===== config.mk =====
export PLATFORM = sky130hd
export DESIGN_NAME = flag_alu
export DESIGN_NICKNAME = d
export VERILOG_FILES = /design/src/rtl/flag_alu_pkg.sv /design/src/rtl/flag_alu_operand.sv /design/src/rtl/flag_alu_core.sv /design/src/rtl/flag_alu_cond.sv /design/src/rtl/flag_alu.sv
export SDC_FILE = /design/constraint.sdc
export NUM_CORES = 1
export LEC_CHECK = 0
export ABC_CLOCK_PERIOD_IN_PS = 16050
export BUFFER_PORTS_ARGS = -buffer_cell sky130_fd_sc_hd__buf_4
export CELL_PAD_IN_SITES_DETAIL_PLACEMENT = 0
export CELL_PAD_IN_SITES_GLOBAL_PLACEMENT = 2
export CORE_MARGIN = 8
export CORE_UTILIZATION = 33
export DETAILED_ROUTE_END_ITERATION = 16
export PLACE_DENSITY = 0.93
export SLEW_MARGIN = 15
export SYNTH_ARGS = -nofsm -noshare
export SYNTH_HDL_FRONTEND = slang
export SYNTH_SLANG_ARGS = --single-unit

===== constraint.sdc =====
create_clock -name vclk -period 16.05
set_input_delay 1.605 -clock vclk [all_inputs]
set_output_delay 1.605 -clock vclk [all_outputs]
set_load 0.005 [all_outputs]

===== src/rtl/flag_alu_pkg.sv =====
package flag_alu_pkg;

  typedef enum logic [3:0] {
    OP_ADD  = 4'd0,
    OP_ADC  = 4'd1,
    OP_SUB  = 4'd2,
    OP_SBB  = 4'd3,
    OP_CMP  = 4'd4,
    OP_AND  = 4'd5,
    OP_OR   = 4'd6,
    OP_XOR  = 4'd7,
    OP_TEST = 4'd8
  } alu_op_e;

  typedef enum logic [3:0] {
    CC_O  = 4'd0,  CC_NO = 4'd1,  CC_B  = 4'd2,  CC_AE = 4'd3,
    CC_E  = 4'd4,  CC_NE = 4'd5,  CC_BE = 4'd6,  CC_A  = 4'd7,
    CC_S  = 4'd8,  CC_NS = 4'd9,  CC_P  = 4'd10, CC_NP = 4'd11,
    CC_L  = 4'd12, CC_GE = 4'd13, CC_LE = 4'd14, CC_G  = 4'd15
  } cond_e;

  localparam int FLAG_W   = 16;
  localparam int FB_CARRY = 0;
  localparam int FB_ONE   = 1;
  localparam int FB_PAR   = 2;
  localparam int FB_ZERO  = 6;
  localparam int FB_SIGN  = 7;
  localparam int FB_OVF   = 11;

  typedef struct packed {
    logic cf;
    logic pf;
    logic zf;
    logic sf;
    logic of;
  } alu_flags_t;

endpackage


===== src/rtl/flag_alu_operand.sv =====
module flag_alu_operand #(
  parameter int DATA_W = 64,
  parameter int IMM_W  = 32,
  parameter int LANES  = 4,
  parameter int WSEL_W = 2
) (
  input  logic [DATA_W-1:0] a_i,
  input  logic [DATA_W-1:0] b_i,
  input  logic [IMM_W-1:0]  imm_i,
  input  logic              use_imm_i,
  input  logic [WSEL_W-1:0] width_i,
  output logic [DATA_W-1:0] a_o,
  output logic [DATA_W-1:0] b_o,
  output logic [WSEL_W-1:0] lane_o
);

  localparam int EXT_W = DATA_W - IMM_W;

  logic [DATA_W-1:0] mask_tab [LANES];
  logic [DATA_W-1:0] b_src;
  logic [DATA_W-1:0] mask_sel;

  for (genvar g = 0; g < LANES; g++) begin : g_mask
    localparam int LW = 8 << g;
    assign mask_tab[g] = {DATA_W{1'b1}} >> (DATA_W - LW);
  end

  // widths encoded past the widest lane fall back to the widest lane
  assign lane_o = (int'(width_i) >= LANES) ? WSEL_W'(LANES - 1) : width_i;

  // immediate is sign-extended to full width, then trimmed by the mask
  assign b_src = use_imm_i ? {{EXT_W{imm_i[IMM_W-1]}}, imm_i} : b_i;

  assign mask_sel = mask_tab[lane_o];
  assign a_o      = a_i   & mask_sel;
  assign b_o      = b_src & mask_sel;

endmodule


===== src/rtl/flag_alu_core.sv =====
module flag_alu_core
  import flag_alu_pkg::*;
#(
  parameter int DATA_W = 64,
  parameter int LANES  = 4,
  parameter int WSEL_W = 2
) (
  input  logic [3:0]        op_i,
  input  logic [WSEL_W-1:0] lane_i,
  input  logic [DATA_W-1:0] a_i,
  input  logic [DATA_W-1:0] b_i,
  input  logic              carry_i,
  output logic [DATA_W-1:0] result_o,
  output alu_flags_t        flags_o,
  output logic              wr_en_o
);

  logic       valid;
  logic       is_arith;
  logic       is_sub;
  logic       cin_eff;
  logic [1:0] log_sel;
  logic       wr_en;

  // operation decode, shared by all width lanes
  always_comb begin
    valid    = 1'b1;
    is_arith = 1'b0;
    is_sub   = 1'b0;
    cin_eff  = 1'b0;
    log_sel  = 2'd0;
    wr_en    = 1'b1;
    case (op_i)
      OP_ADD:  is_arith = 1'b1;
      OP_ADC:  begin is_arith = 1'b1; cin_eff = carry_i; end
      OP_SUB:  begin is_arith = 1'b1; is_sub = 1'b1; cin_eff = 1'b1; end
      OP_SBB:  begin is_arith = 1'b1; is_sub = 1'b1; cin_eff = ~carry_i; end
      OP_CMP:  begin is_arith = 1'b1; is_sub = 1'b1; cin_eff = 1'b1; wr_en = 1'b0; end
      OP_AND:  log_sel = 2'd0;
      OP_OR:   log_sel = 2'd1;
      OP_XOR:  log_sel = 2'd2;
      OP_TEST: begin log_sel = 2'd0; wr_en = 1'b0; end
      default: begin valid = 1'b0; wr_en = 1'b0; end
    endcase
  end

  logic [DATA_W-1:0] lane_res [LANES];
  alu_flags_t        lane_fl  [LANES];

  for (genvar g = 0; g < LANES; g++) begin : g_lane
    localparam int LW = 8 << g;

    logic [LW-1:0] la;
    logic [LW-1:0] lb;
    logic [LW-1:0] binv;
    logic [LW-1:0] lsum;
    logic [LW-1:0] llog;
    logic [LW-1:0] lres;
    logic          lco;

    assign la   = a_i[LW-1:0];
    assign lb   = b_i[LW-1:0];
    assign binv = is_sub ? ~lb : lb;

    // subtraction runs as a + ~b + 1 (or + ~borrow); carry out inverted is the borrow
    assign {lco, lsum} = {1'b0, la} + {1'b0, binv} + {{LW{1'b0}}, cin_eff};

    always_comb begin
      case (log_sel)
        2'd0:    llog = la & lb;
        2'd1:    llog = la | lb;
        default: llog = la ^ lb;
      endcase
    end

    assign lres = !valid ? '0 : (is_arith ? lsum : llog);

    assign lane_res[g] = DATA_W'(lres);
    assign lane_fl[g]  = '{
      cf: valid & is_arith & (lco ^ is_sub),
      pf: valid & ~(^lres[7:0]),
      zf: valid & (lres == '0),
      sf: lres[LW-1],
      of: valid & is_arith & (la[LW-1] == binv[LW-1]) & (lsum[LW-1] != la[LW-1])
    };
  end

  assign result_o = lane_res[lane_i];
  assign flags_o  = lane_fl[lane_i];
  assign wr_en_o  = wr_en;

endmodule


===== src/rtl/flag_alu_cond.sv =====
module flag_alu_cond
  import flag_alu_pkg::*;
(
  input  alu_flags_t flags_i,
  input  logic [3:0] cond_i,
  output logic       taken_o
);

  logic sign_ne_ovf;
  assign sign_ne_ovf = flags_i.sf ^ flags_i.of;

  always_comb begin
    case (cond_e'(cond_i))
      CC_O:    taken_o = flags_i.of;
      CC_NO:   taken_o = ~flags_i.of;
      CC_B:    taken_o = flags_i.cf;
      CC_AE:   taken_o = ~flags_i.cf;
      CC_E:    taken_o = flags_i.zf;
      CC_NE:   taken_o = ~flags_i.zf;
      CC_BE:   taken_o = flags_i.cf | flags_i.zf;
      CC_A:    taken_o = ~flags_i.cf & ~flags_i.zf;
      CC_S:    taken_o = flags_i.sf;
      CC_NS:   taken_o = ~flags_i.sf;
      CC_P:    taken_o = flags_i.pf;
      CC_NP:   taken_o = ~flags_i.pf;
      CC_L:    taken_o = sign_ne_ovf;
      CC_GE:   taken_o = ~sign_ne_ovf;
      CC_LE:   taken_o = flags_i.zf | sign_ne_ovf;
      default: taken_o = ~flags_i.zf & ~sign_ne_ovf;
    endcase
  end

endmodule


===== src/rtl/flag_alu.sv =====
module flag_alu
  import flag_alu_pkg::*;
#(
  parameter  int DATA_W = 64,
  parameter  int IMM_W  = 32,
  localparam int LANES  = $clog2(DATA_W / 8) + 1,
  localparam int WSEL_W = $clog2(LANES)
) (
  input  logic [DATA_W-1:0] a_i,
  input  logic [DATA_W-1:0] b_i,
  input  logic [IMM_W-1:0]  imm_i,
  input  logic              use_imm_i,
  input  logic [3:0]        op_i,
  input  logic [WSEL_W-1:0] width_i,
  input  logic              carry_i,
  input  logic [3:0]        cond_i,
  output logic [DATA_W-1:0] result_o,
  output logic              wr_en_o,
  output logic [FLAG_W-1:0] flags_o,
  output logic              taken_o
);

  logic [DATA_W-1:0] a_m;
  logic [DATA_W-1:0] b_m;
  logic [WSEL_W-1:0] lane;
  alu_flags_t        fl;

  flag_alu_operand #(
    .DATA_W (DATA_W),
    .IMM_W  (IMM_W),
    .LANES  (LANES),
    .WSEL_W (WSEL_W)
  ) u_operand (
    .a_i       (a_i),
    .b_i       (b_i),
    .imm_i     (imm_i),
    .use_imm_i (use_imm_i),
    .width_i   (width_i),
    .a_o       (a_m),
    .b_o       (b_m),
    .lane_o    (lane)
  );

  flag_alu_core #(
    .DATA_W (DATA_W),
    .LANES  (LANES),
    .WSEL_W (WSEL_W)
  ) u_core (
    .op_i     (op_i),
    .lane_i   (lane),
    .a_i      (a_m),
    .b_i      (b_m),
    .carry_i  (carry_i),
    .result_o (result_o),
    .flags_o  (fl),
    .wr_en_o  (wr_en_o)
  );

  flag_alu_cond u_cond (
    .flags_i (fl),
    .cond_i  (cond_i),
    .taken_o (taken_o)
  );

  always_comb begin
    flags_o           = '0;
    flags_o[FB_ONE]   = 1'b1;
    flags_o[FB_CARRY] = fl.cf;
    flags_o[FB_PAR]   = fl.pf;
    flags_o[FB_ZERO]  = fl.zf;
    flags_o[FB_SIGN]  = fl.sf;
    flags_o[FB_OVF]   = fl.of;
  end

  // checks relating the core's outputs, the packed word and the evaluator
  int msb_idx;
  assign msb_idx = (8 << lane) - 1;

  always_comb begin
    if (op_i == OP_CMP || op_i == OP_TEST) begin
      p_flag_only_nowb_r7: assert (!wr_en_o);
    end
    if (wr_en_o) begin
      p_zero_matches_result_r4: assert (flags_o[FB_ZERO] == (result_o == '0));
      p_sign_matches_msb_r4:    assert (flags_o[FB_SIGN] == result_o[msb_idx]);
      p_parity_low_byte_r3:     assert (flags_o[FB_PAR] == ($countones(result_o[7:0]) % 2 == 0));
    end
    if (op_i == OP_AND || op_i == OP_OR || op_i == OP_XOR || op_i == OP_TEST) begin
      p_logic_clears_cv_r6: assert (!flags_o[FB_CARRY] && !flags_o[FB_OVF]);
    end
    if (cond_i == CC_E) begin
      p_equal_follows_zero_r11: assert (taken_o == flags_o[FB_ZERO]);
    end
    if (op_i > OP_TEST) begin
      p_undefined_is_inert_r13: assert (result_o == '0 && !wr_en_o);
    end
  end

endmodule


-- Yosys cells after proc, flatten, opt, wreduce, memory -nomap -nowiden
Index checks and enable logic that the tools add are counted.
- ROM bits: 0
- logic and storage cells: 149
- input port bits: 172
- bits in registers: 0
- latch bits: 0
- output and inout bits: 82
- memories kept: 0
- memory bits (writable): 0
- mux-type cells: 33
- magnitude comparators: 1
- reductions and logical operators: 16
- eq/ne operators: 31
- add/subtract/negate cells: 8
- bitwise gates (word level): 60
- multiply operators: 0
- divide/modulo/power cells: 0
- shifts and indexed selects: 0
- operators with widths (kind ; number):
    $mux W64 ; 8
    $bmux W64 S2 ; 2
    $and A64 B64 Y64 ; 3
    $pmux W64 S2 ; 1
    $mux W32 ; 3
    $add A64 B64 Y65 ; 1
    $add A65 B1 Y65 ; 1
    $logic_not A64 Y1 ; 1
    $not A64 Y64 ; 1
    $or A64 B64 Y64 ; 1
    $pmux W32 S2 ; 1
    $xor A64 B64 Y64 ; 1
    $mux W16 ; 3
    $add A32 B32 Y33 ; 1
    $add A33 B1 Y33 ; 1
    $and A32 B32 Y32 ; 1
    $eq A4 B3 Y1 const B ; 8
    $eq A4 B4 Y1 const B ; 8
    $logic_not A32 Y1 ; 1
    $not A32 Y32 ; 1
    $or A32 B32 Y32 ; 1
    $pmux W16 S2 ; 1
    $reduce_xor A8 Y1 ; 4
    $xor A32 B32 Y32 ; 1
    other kinds (40) ; 94

-- Logic depth before layout (Yosys ltp)
Gate-level depths: netlist of run 1.
- word-level depth: 21
- depth in mapped cells: 30
- mapped depth without buffers: 24

-- Modules after synthesis
A second synthesis of run 1 with hierarchy kept.
- cells, all modules: 1775
- area, all modules: 11517.3 sq um
- modules (own cells, without submodules) (module ; times used ; area each (sq um) ; cells each ; seq. area each (sq um)):
    flag_alu_core ; 1 ; 9877.0 ; 1535 ; 0.0
    flag_alu_operand ; 1 ; 1423.9 ; 213 ; 0.0
    flag_alu_cond ; 1 ; 126.4 ; 14 ; 0.0
    flag_alu ; 1 ; 90.1 ; 13 ; 0.0

-- Worst setup path after synthesis of run 1
Ideal clock, no wire load.
- kind: input to output
- from: input op_i[0]
- to: output taken_o
- setup slack: 7.378 ns
- data arrival time: 7.067 ns
- path buffers: 6
- required time: 14.445 ns
- stages on the path: 30
- cells stage by stage: buf_2 -> clkbuf_1 -> clkbuf_1 -> buf_1 -> nor2_1 -> nand2_1 -> a21oi_1 -> clkbuf_1 -> clkbuf_1 -> xnor2_1 -> fa_1 -> inv_1 -> fa_1 -> nand2b_1 -> a21o_1 -> and2_1 -> xnor2_1 -> nand2_1 -> o21ai_0 -> inv_1 -> ha_1 -> nand4_1 -> a2111oi_0 -> o2111ai_1 -> a2111oi_0 -> nand4_1 -> nor4_1 -> nand4_1 -> mux2i_1 -> nand4_1
- longest elaborated chain between the ends: 16
- elaborated cells on any way between the ends: 104
- those cells by class: add/sub: 8; eq/ne: 17; mux: 25; bitwise: 40; reduce/logical: 14
- ends and longest elaborated chain (item ; line ; RTL):
    start, declared ; flag_alu.sv:13 ; input logic [3:0] op_i,
    $eq A4 B3 Y1 or $eq A4 B2 Y1 (tied branches) ; flag_alu_core.sv:33 ; case (op_i)
    $reduce_or A3 Y1 (no source line) ; - ;
    $mux W1 ; flag_alu_core.sv:33 ;
    $mux W64, or another cell as far along ; flag_alu_core.sv:63 ; assign binv = is_sub ? ~lb : lb;
    $add A64 B64 Y65, or another cell as far along ; flag_alu_core.sv:66 ; assign {lco, lsum} = {1'b0, la} + {1'b0, binv} + {{LW{1'b0}}, cin_eff};
    $add A65 B1 Y65, or another cell as far along ; flag_alu_core.sv:66 ;
    $mux W64, or another cell as far along (2 in a row) ; flag_alu_core.sv:76 ; assign lres = !valid ? '0 : (is_arith ? lsum : llog);
    $logic_not A64 Y1, or another cell as far along ; flag_alu_core.sv:82 ; zf: valid & (lres == '0),
    $and A1 B1 Y1 or $not A1 Y1 (tied branches) ; flag_alu_core.sv:82, flag_alu_core.sv:81 ;
    $bmux W5 S2 (*) ; flag_alu_core.sv:89 ; assign flags_o = lane_fl[lane_i];
    $mux W5 (not written as such) (*) (2 in a row) ; flag_alu_core.sv:89 ;
    $not A1 Y1 or $mux W5 (tied branches) ; - ;
    $and A1 B1 Y1, or another cell as far along ; flag_alu_cond.sv:29 ; default: taken_o = ~flags_i.zf & ~sign_ne_ovf;
    $pmux W1 S15 (*) ; flag_alu_cond.sv:13 ; case (cond_e'(cond_i))
    end, declared ; flag_alu.sv:20 ; output logic taken_o
Every way passes the cells marked *; elsewhere a longest branch is shown, timed or not. The select of a mux whose other input is x is not followed.

-- Worst setup path after layout of run 1
Ends and elaborated chain as after synthesis.

==> metrics.md, run 1 <==
| Metric | Value |
|---|---|
| Kind of path behind the tightest hold check | `primary input to output pin` |
| F_max | `103 MHz` |
| Sequential fraction of the synthesis area | `0%` |
| Vias in the first global route | `13.8k` |
| Port bufs | `243` |
| Gp weighted congestion | `0.970` |
| Die area | `0.0431 mm2` |
| Syn Inst Count | `1912` |
| Post-DR vias/cell | `5.65` |
| Post-route insts no fill | `2504` |
| Fraction of the mapped netlist area in compound gates | `29.7%` |
| CP Launch Point | `op_i[0]` |
| Final core utilization | `38.2%` |
| Final #Nets | `2406` |
| Fin. max-slew vios | `0` |
| Worst path slowest cell | `buf_4` |
| Synth Area in Simple Gates | `26.9%` |
| Total routed wirelength | `50.5 mm` |
| Post-route cell area | `0.0139 mm2` |
| Gr ovfl total | `0` |
| DRT iter0 DRCs | `1070` |
| Total area of sequential cells | `0 um2` |
| Worst VDD drop | `12.9 uV` |
| DP Worst Slack | `6.29 ns` |
| CP max FO | `73` |
| Overall Global Routing Usage | `21.9%` |
| Crit path to | `taken_o` |
| Initial antenna violation count | `1` |
| Fill count | `4029` |
| Final hold violation count | `0` |
| Mux cell area share after synthesis | `3.89%` |
| Slew margin rel. | `22.6%` |
| DRT Pass-1 Iters | `6` |
| Most frequent cells in the layout | `buf_4 (259), nand2_1 (254), a21oi_1 (208)` |
| Worst Path Arrival | `8.13 ns` |
| Cts hold-fix bufs | `0` |
| Post-DP HPWL | `41.3 mm` |
| Die extent in x | `208 um` |
| Wire per inst | `20.2 um` |
| Critical path capture point type | `output pin` |
| Vias | `14.1k` |
| P_leak | `6.50 nW` |
| Final setup viols | `0` |
| # clk buffers | `0` |
| Max Cap Viol | `0` |
| TNS Setup | `0 ns` |
| CTS resizes | `0` |
| Core area | `0.0364 mm2` |
| Distinct cells, synth | `94` |
| Number of placed instances with taps included | `2503` |
| Postcts setup bufs | `0` |
| Synth-to-layout area growth | `14.8%` |
| Startpoint Class | `primary input` |
| RSZ-0062 raised after global routing | `no` |
| First-pass GRT wire length | `78.4 mm` |
| Fin crit period | `9.74 ns` |
| Outcome | `completed` |
| Most common cell after layout, fill and taps aside | `buf_4` |
| Kind of critical path | `primary input to output pin` |
| Post-DP Area | `0.0139 mm2` |
| Ports | `254` |
| Largest net degree at the start of global routing | `74` |
| Layout cells sized above 1 | `15.8%` |
| PD cells | `36.8 mW/mm2` |
| Crit path required time | `14.44 ns` |
| Final ANT Viol Nets | `0` |
| Std-Cell Rows | `70` |
| Post-Syn Area | `0.0121 mm2` |
| Main combinational cell family by area after synthesis | `compound AO/OA/AOI/OAI gates` |
| Initial core utilization | `33.3%` |
| Xor-xnor portion of the synthesized cell area | `7.57%` |
| DRC | `0` |
| Final setup margin | `6.31 ns` |
| Post-Synth Adder-Cell Area | `20.5%` |
| Die Span Y | `208 um` |
| Final Cycle Share | `60.7%` |
| Mapped Avg Cell Area | `6.34 um2` |
| Worst-Margin Slew | `1.13 ns` |
| CP peak stage delay | `0.67 ns` |
| Yosys warns | `0` |
| FF+latch count | `0` |
[cells by family (layout without fill, tap and decap cells)]
kind of cell               after synthesis  count (layout)
and+or+nand+nor                        692             692
AOI/OAI and AO/OA                      567             567
buffers and inverters                  305             419
adders and majority gates              197             197
xor gates and xnor gates               104             104
muxes                                   45              45
other                                    2              12
[through the flow]
step	total power [mW]	hold slack, ns
5_1_grt	0.563	3.56
6_report	0.512	3.53
4_1_cts	0.510	3.53
2_1_floorplan	0.349	3.26
3_5_place_dp	0.507	3.53
3_3_place_gp	0.505	3.53
[synthesized netlist by cell type (all sizes together), types with 17 or more instances]
cell type    n  area [um2]
mux2i       28         280
o21a        23         173
a211oi      18         135
or3         23         150
and2        20         125
o211ai      27         208
a21o        19         143
nor2       180         676
nand3       28         158
buf         50         308
ha         195        2440
xnor2       82         726
nand2      257         967
inv        160         601
nand2b      40         250
a21oi      216        1120
nand4       53         353
xor2        22         193
nor3        31         155
o21ai      126         638
clkbuf      95         487
mux2        17         191
[critical path: cells and delay by family]
| kind | cells | cell delay, ns |
|---|---|---|
| XOR/XNOR | 2 | 0.30 |
| AND/OR/NAND/NOR | 9 | 1.88 |
| adder cells (fa/ha/maj) | 2 | 0.62 |
| buffers and inverters | 5 | 1.65 |
| AO/OA/AOI/OAI | 7 | 1.84 |
| multiplexers | 1 | 0.21 |
[layer usage]
| layer | global-route usage (%) | wire length [um] | up-vias |
|---|---|---|---|
| li1 | - | - | 6958 |
| met1 | 28.7 | 22700 | 6690 |
| met2 | 39.1 | 24500 | 436 |
| met3 | 1.34 | 2250 | 54 |
| met4 | 4.48 | 1020 | 0 |
| met5 | 0 | 0 | - |
[worst min-delay path by stage]
| stage | startpoint | endpoint | slack [ns] | depth (start not counted) |
|---|---|---|---|---|
| floorplan | op_i[2] | wr_en_o | 3.26 | 1 |
| global placement | op_i[2] | wr_en_o | 3.53 | 3 |
| detailed placement | op_i[2] | wr_en_o | 3.53 | 3 |
| CTS | op_i[2] | wr_en_o | 3.53 | 3 |
| global route | op_i[2] | wr_en_o | 3.56 | 3 |
| finish | op_i[2] | wr_en_o | 3.53 | 3 |
[where the power goes]
group	switching [mW]	internal, mW
logic	0.315	0.197
registers	0	0
clock network	0	0.00000000838
total	0.315	0.197
[layout make-up]
cell class	instances	area (um2)	share of cell area (%)
multi-input combinational	1616	10800	77.5
inverter	160	601	4.31
tap	468	586	4.21
timing repair buffer	259	1940	14.0
antenna	1	2.50	0.0180
Power figures use the tool's default switching activity.
==> run 2, diff against run 1 <==
--- a/config.mk
+++ b/config.mk
@@ -5,14 +5,14 @@
 export SDC_FILE = /design/constraint.sdc
 export NUM_CORES = 1
 export LEC_CHECK = 0
-export ABC_CLOCK_PERIOD_IN_PS = 16050
+export ABC_CLOCK_PERIOD_IN_PS = 9700
 export BUFFER_PORTS_ARGS = -buffer_cell sky130_fd_sc_hd__buf_4
 export CELL_PAD_IN_SITES_DETAIL_PLACEMENT = 0
 export CELL_PAD_IN_SITES_GLOBAL_PLACEMENT = 2
 export CORE_MARGIN = 8
-export CORE_UTILIZATION = 33
+export CORE_UTILIZATION = 31
 export DETAILED_ROUTE_END_ITERATION = 16
-export PLACE_DENSITY = 0.93
+export PLACE_DENSITY = 0.88
 export SLEW_MARGIN = 15
 export SYNTH_ARGS = -nofsm -noshare
 export SYNTH_HDL_FRONTEND = slang
==> constraint.sdc (replaced) <==
create_clock -name vclk -period 9.7
set_input_delay 0.97 -clock vclk [all_inputs]
set_output_delay 0.97 -clock vclk [all_outputs]
set_load 0.005 [all_outputs]
==> run 2 against run 1 <==
Critical path depth did not move; via count barely moved; non-clock buffer count rose by 5; count of clock-buffer cells in the layout did not move; cell area rose by 0.71%; routed wire length rose by 4.3%; final cell count rose by 2.2%; setup slack got worse by 4.8 ns; sequential share of layout area did not move; first-iteration DRC count rose by 5.9%; hold slack got worse by 1.3 ns; largest cell class unchanged.
==> metrics.md, run 2 (synthesis results as in run 1) <==
| Metric | Value |
|---|---|
| Post-DR vias/cell | `5.53 (-2.0%)` |
| Cts hold-fix bufs | `0 (unchanged)` |
| Max Cap Viol | `0 (unchanged)` |
| Final setup margin | `1.47 ns (-4.84 ns)` |
| PD cells | `61.3 mW/mm2 (+67%)` |
| Kind of critical path | `primary input to output pin` |
| Outcome | `completed` |
| Total routed wirelength | `52.6 mm (+4.3%)` |
| Die Span Y | `214 um (+2.9%)` |
| Std-Cell Rows | `72 (+2.9%)` |
| Final #Nets | `2411 (+0.21%)` |
| Postcts setup bufs | `0 (unchanged)` |
| Wire per inst | `20.6 um (+2.1%)` |
| Ports | `254 (unchanged)` |
| Clock network power share | `0% (unchanged)` |
| Worst-Margin Slew | `1.09 ns (-0.0390 ns)` |
| RSZ-0062 raised after global routing | `no` |
| Comb pwr share | `100.0% (about the same)` |
| CTS resizes | `0 (unchanged)` |
| Final hold violation count | `0 (unchanged)` |
| Kind of path behind the tightest hold check | `primary input to output pin` |
| Largest net degree at the start of global routing | `71 (-4.1%)` |
| Post-route cell area | `0.0140 mm2 (+0.71%)` |
| Hold_ws | `2.26 ns (-1.27 ns)` |
| CP max FO | `16 (-78%)` |
| DRT iter0 DRCs | `1133 (+5.9%)` |
| Crit path required time | `8.73 ns (-5.71 ns)` |
| Final Cycle Share | `84.8%` |
| Slew margin rel. | `25.3% (+2.7 points)` |
| Port bufs | `243 (unchanged)` |
| Reg power frac | `0% (unchanged)` |
| FF+latch count | `0 (unchanged)` |
| F_max | `122 MHz` |
| Initial core utilization | `31.4% (-1.9 points)` |
| Total area of sequential cells | `0 um2 (unchanged)` |
| DRT Pass-1 Iters | `5 (-1)` |
| Most common cell after layout, fill and taps aside | `buf_4` |
| Worst Path Arrival | `7.26 ns (-0.87 ns)` |
| Tot Pwr | `859 uW (+68%)` |
| TNS Setup | `0 ns (unchanged)` |
| First-pass GRT wire length | `80.2 mm (+2.4%)` |
| Layout cells sized above 1 | `16.0% (+0.26 points)` |
| Die extent in x | `214 um (+2.9%)` |
| Critical path capture point type | `output pin` |
| Core area | `0.0386 mm2 (+6.1%)` |
| # clk buffers | `0 (unchanged)` |
| Synth-to-layout area growth | `15.6%` |
| Startpoint Class | `primary input` |
| ANT cells | `0 (-1)` |
| Final setup viols | `0 (unchanged)` |
| Overall Global Routing Usage | `21.8% (-0.072 points)` |
| P_leak | `6.52 nW (+0.37%)` |
| P_int | `328 uW (+66%)` |
| Fin. max-slew vios | `0 (unchanged)` |
| DP Worst Slack | `1.34 ns (-4.95 ns)` |
| Fin crit period | `8.23 ns` |
| Post-DP Area | `0.0140 mm2 (+0.73%)` |
| Gp weighted congestion | `0.975 (+0.52%)` |
| DRC | `0 (unchanged)` |
| Final ANT Viol Nets | `0 (unchanged)` |
| Worst VDD drop | `21.6 uV (+67%)` |
| Post-DP HPWL | `43.5 mm (+5.3%)` |
| Vias in the first global route | `13.9k (+0.48%)` |
| Die area | `0.0457 mm2 (+5.9%)` |
| Most frequent cells in the layout | `buf_4 (264), nand2_1 (254), a21oi_1 (208)` |
| Gr ovfl total | `0 (unchanged)` |
| Sw Share | `61.8% (+0.36 points)` |
| Initial antenna violation count | `0 (-1)` |
| Switching power of the nets | `531 uW (+69%)` |
| Vias | `14.1k (+0.064%)` |
## run 2: changes by cell type in the layout (fill, tap and decap cells not counted), sizes merged
| cell | delta |
|---|---|
| buf | +5 |
| diode | -1 |
## run 2: per-layer routing
metal | up-vias | part of all wire [%] | track usage, %
met5 | - | 0 | 0
li1 | 6964 | - | -
met3 | 64 | 5.7 | 1.71
met4 | 0 | 2.3 | 4.59
met1 | 6606 | 44 | 28.7
met2 | 513 | 48 | 38.5
## run 2: path summary, 6_finish.rpt
kind                    start       to  slack (ns)  cells past startpoint
worst min-delay path  op_i[2]  wr_en_o        2.26                      3
worst max-delay path  op_i[1]  taken_o        1.47                     26
## run 2: area by class of cell
cell class         instances  area (um2)
fillers                 4267       24600
multi-input cells       1616       10800
repair buffers           264        1980
well taps                518         648
inverters                160         601
## run 2: through the flow
stage	utilization, %	cells
final	36.3	2558
after global routing	36.3	2558
after CTS	36.3	2558
after detailed placement	36.3	2558
after global placement	36.3	2558
after floorplan	-	1921
## run 2: power by group through the flow
stage | Combinational, mW | Sequential [mW] | Clock [mW]
after floorplan | 0.577 | 0 | 0
final | 0.859 | 0 | 0
after detailed placement | 0.851 | 0 | 0
after global routing | 0.942 | 0 | 0
after global placement | 0.848 | 0 | 0
after CTS | 0.856 | 0 | 0
## run 2: worst max-delay path, cell delays in order
cell	delay [ns]
buf_4	0.14
nor2_1	0.15
nand2_1	0.12
a21oi_4	0.63
buf_4	0.38
xnor2_1	0.17
inv_1	0.08
fa_1	0.43
nand2b_1	0.23
a21o_1	0.22
and2_1	0.20
xnor2_1	0.13
nand2_1	0.09
o21ai_0	0.21
inv_1	0.13
ha_1	0.15
nand4_1	0.15
a2111oi_0	0.69
o2111ai_1	0.20
a2111oi_0	0.33
nand4_1	0.38
nor4_1	0.35
nand4_1	0.20
mux2i_1	0.21
nand4_1	0.13
buf_4	0.16
==> run 3, diff against run 2 <==
--- a/config.mk
+++ b/config.mk
@@ -5,14 +5,14 @@
 export SDC_FILE = /design/constraint.sdc
 export NUM_CORES = 1
 export LEC_CHECK = 0
-export ABC_CLOCK_PERIOD_IN_PS = 9700
+export ABC_CLOCK_PERIOD_IN_PS = 6900
 export BUFFER_PORTS_ARGS = -buffer_cell sky130_fd_sc_hd__buf_4
 export CELL_PAD_IN_SITES_DETAIL_PLACEMENT = 0
 export CELL_PAD_IN_SITES_GLOBAL_PLACEMENT = 2
 export CORE_MARGIN = 8
-export CORE_UTILIZATION = 31
+export CORE_UTILIZATION = 28
 export DETAILED_ROUTE_END_ITERATION = 16
-export PLACE_DENSITY = 0.88
+export PLACE_DENSITY = 0.84
 export SLEW_MARGIN = 15
 export SYNTH_ARGS = -nofsm -noshare
 export SYNTH_HDL_FRONTEND = slang
==> constraint.sdc (replaced) <==
create_clock -name vclk -period 6.9
set_input_delay 0.69 -clock vclk [all_inputs]
set_output_delay 0.69 -clock vclk [all_outputs]
set_load 0.005 [all_outputs]
==> run 3 against run 2 <==
Setup slack got worse by 1.1 ns; sequential share of layout area did not move; total power up 48%; highest routed layer unchanged; first-iteration DRC count is 24% lower; via count rose by 0.89%; combinational power increased by 48%; critical path depth decreased by 4; hold slack got worse by 0.57 ns; routed wire length grew 2.7%; flip-flop and latch count unchanged; largest cell class unchanged.
==> metrics.md, run 3 (synthesis results as in run 1) <==
| Metric | Value |
|---|---|
| Gr ovfl total | `0 (unchanged)` |
| Initial core utilization | `28.3% (-3.1 points)` |
| Post-route cell area | `0.0146 mm2 (+4.5%)` |
| ANT cells | `0 (unchanged)` |
| PD cells | `86.9 mW/mm2 (+42%)` |
| Final hold violation count | `0 (unchanged)` |
| Clock network power share | `0% (unchanged)` |
| Post-DP Area | `0.0146 mm2 (+4.3%)` |
| Fin crit period | `6.53 ns` |
| Kind of critical path | `primary input to output pin` |
| Overall Global Routing Usage | `20.3% (-1.5 points)` |
| Worst-Margin Slew | `1.12 ns (+0.0262 ns)` |
| Total routed wirelength | `54.1 mm (+2.7%)` |
| Sw Share | `60.2% (-1.6 points)` |
| DP Worst Slack | `0.271 ns (-1.07 ns)` |
| Final ANT Viol Nets | `0 (unchanged)` |
| Core area | `0.0429 mm2 (+11%)` |
| Slew margin rel. | `24.5% (-0.81 points)` |
| Worst Path Arrival | `5.84 ns (-1.42 ns)` |
| Final setup margin | `0.365 ns (-1.11 ns)` |
| Crit path required time | `6.21 ns (-2.52 ns)` |
| Initial antenna violation count | `0 (unchanged)` |
| Die area | `0.0502 mm2 (+9.9%)` |
| Most frequent cells in the layout | `buf_4 (323), nand2_1 (254), a21oi_1 (208)` |
| Port bufs | `243 (unchanged)` |
| FF+latch count | `0 (unchanged)` |
| DRC | `0 (unchanged)` |
| Final Cycle Share | `94.7%` |
| Most common cell after layout, fill and taps aside | `buf_4` |
| Post-DR vias/cell | `5.31 (-4.0%)` |
| Comb pwr share | `100.0% (about the same)` |
| Gp weighted congestion | `0.948 (-2.8%)` |
| Outcome | `completed` |
| Die Span Y | `224 um (+4.8%)` |
| Vias | `14.3k (+0.89%)` |
| Final core utilization | `34.2% (-2.1 points)` |
| Vias in the first global route | `14.4k (+3.4%)` |
| Final setup viols | `0 (unchanged)` |
| # clk buffers | `0 (unchanged)` |
| Switching power of the nets | `766 uW (+44%)` |
| Largest net degree at the start of global routing | `76 (+7.0%)` |
| DRT iter0 DRCs | `864 (-24%)` |
| DRT Pass-1 Iters | `5 (unchanged)` |
| Layout cells sized above 1 | `18.7% (+2.6 points)` |
| Reg power frac | `0% (unchanged)` |
| Post-DP HPWL | `45.6 mm (+4.8%)` |
| Total area of sequential cells | `0 um2 (unchanged)` |
| First-pass GRT wire length | `82.7 mm (+3.1%)` |
| Hold Path Stages | `3 (unchanged)` |
| Synth-to-layout area growth | `20.8%` |
| Startpoint Class | `primary input` |
| TNS Setup | `0 ns (unchanged)` |
| P_int | `506 uW (+54%)` |
| Critical path capture point type | `output pin` |
| P_leak | `6.84 nW (+4.9%)` |
| F_max | `153 MHz` |
| Kind of path behind the tightest hold check | `primary input to output pin` |
| CP max FO | `7 (-9)` |
| Worst VDD drop | `32.3 uV (+50%)` |
| Std-Cell Rows | `76 (+5.6%)` |
| Max Cap Viol | `0 (unchanged)` |
| Wire per inst | `20.1 um (-2.3%)` |
| Ports | `254 (unchanged)` |
| Die extent in x | `224 um (+4.8%)` |
| Final #Nets | `2475 (+2.7%)` |
| Fin. max-slew vios | `0 (unchanged)` |
[run 3: cell types whose count changed in the layout (fill, tap and decap cells not counted), sizes merged]
cell,before,now
buf,264,328
[run 3: critical path: stages]
cell      delay, ns
buf_4          0.14
nor2_1         0.13
nand2_1        0.13
a21oi_4        0.27
xnor2_1        0.18
fa_1           0.23
inv_1          0.06
fa_1           0.40
nand2b_1       0.23
a21o_1         0.23
a2111o_1       0.53
a21oi_1        0.23
mux2i_1        0.19
o311ai_0       0.37
nor4_1         0.45
nand4_1        0.20
buf_4          0.21
nor4_1         0.26
nand4_1        0.21
mux2i_1        0.20
nand4_1        0.13
buf_4          0.16
[run 3: worst paths after layout]
| path | from | slack [ns] | end |
|---|---|---|---|
| setup / recovery | op_i[1] | 0.37 | taken_o |
| hold / removal | op_i[2] | 1.69 | wr_en_o |
[run 3: per-layer routing]
metal,track usage (%),vias up,share of wire [%]
li1,-,7090,-
met1,26.1,6716,45
met2,37.0,404,49
met3,1.53,63,4.4
met4,3.53,0,1.9
met5,0,-,0
[run 3: area by class of cell]
type | count | area, um2
repair buffers | 328 | 2520
inverters | 160 | 601
multi-input cells | 1616 | 10800
well taps | 585 | 732
fillers | 4695 | 28200
[run 3: through the flow]
step,instances,hold slack (ns),total power [mW]
3_5_place_dp,2688,1.69,1.26
6_report,2689,1.69,1.27
3_3_place_gp,2688,1.69,1.26
5_1_grt,2689,1.71,1.40
4_1_cts,2688,1.69,1.27
2_1_floorplan,1921,1.43,0.811
[run 3: power groups by stage]
stage	registers [mW]	clock network, mW	logic [mW]
final	0	0	1.27
after global routing	0	0	1.40
after CTS	0	0	1.27
after detailed placement	0	0	1.26
after global placement	0	0	1.26
after floorplan	0	0	0.811
[run 3: timing repair]
action	in CTS	in global routing
setup endpoints to repair	0	2
hold buffers	0	0
gates resized for setup	0	5
setup buffers	0	1
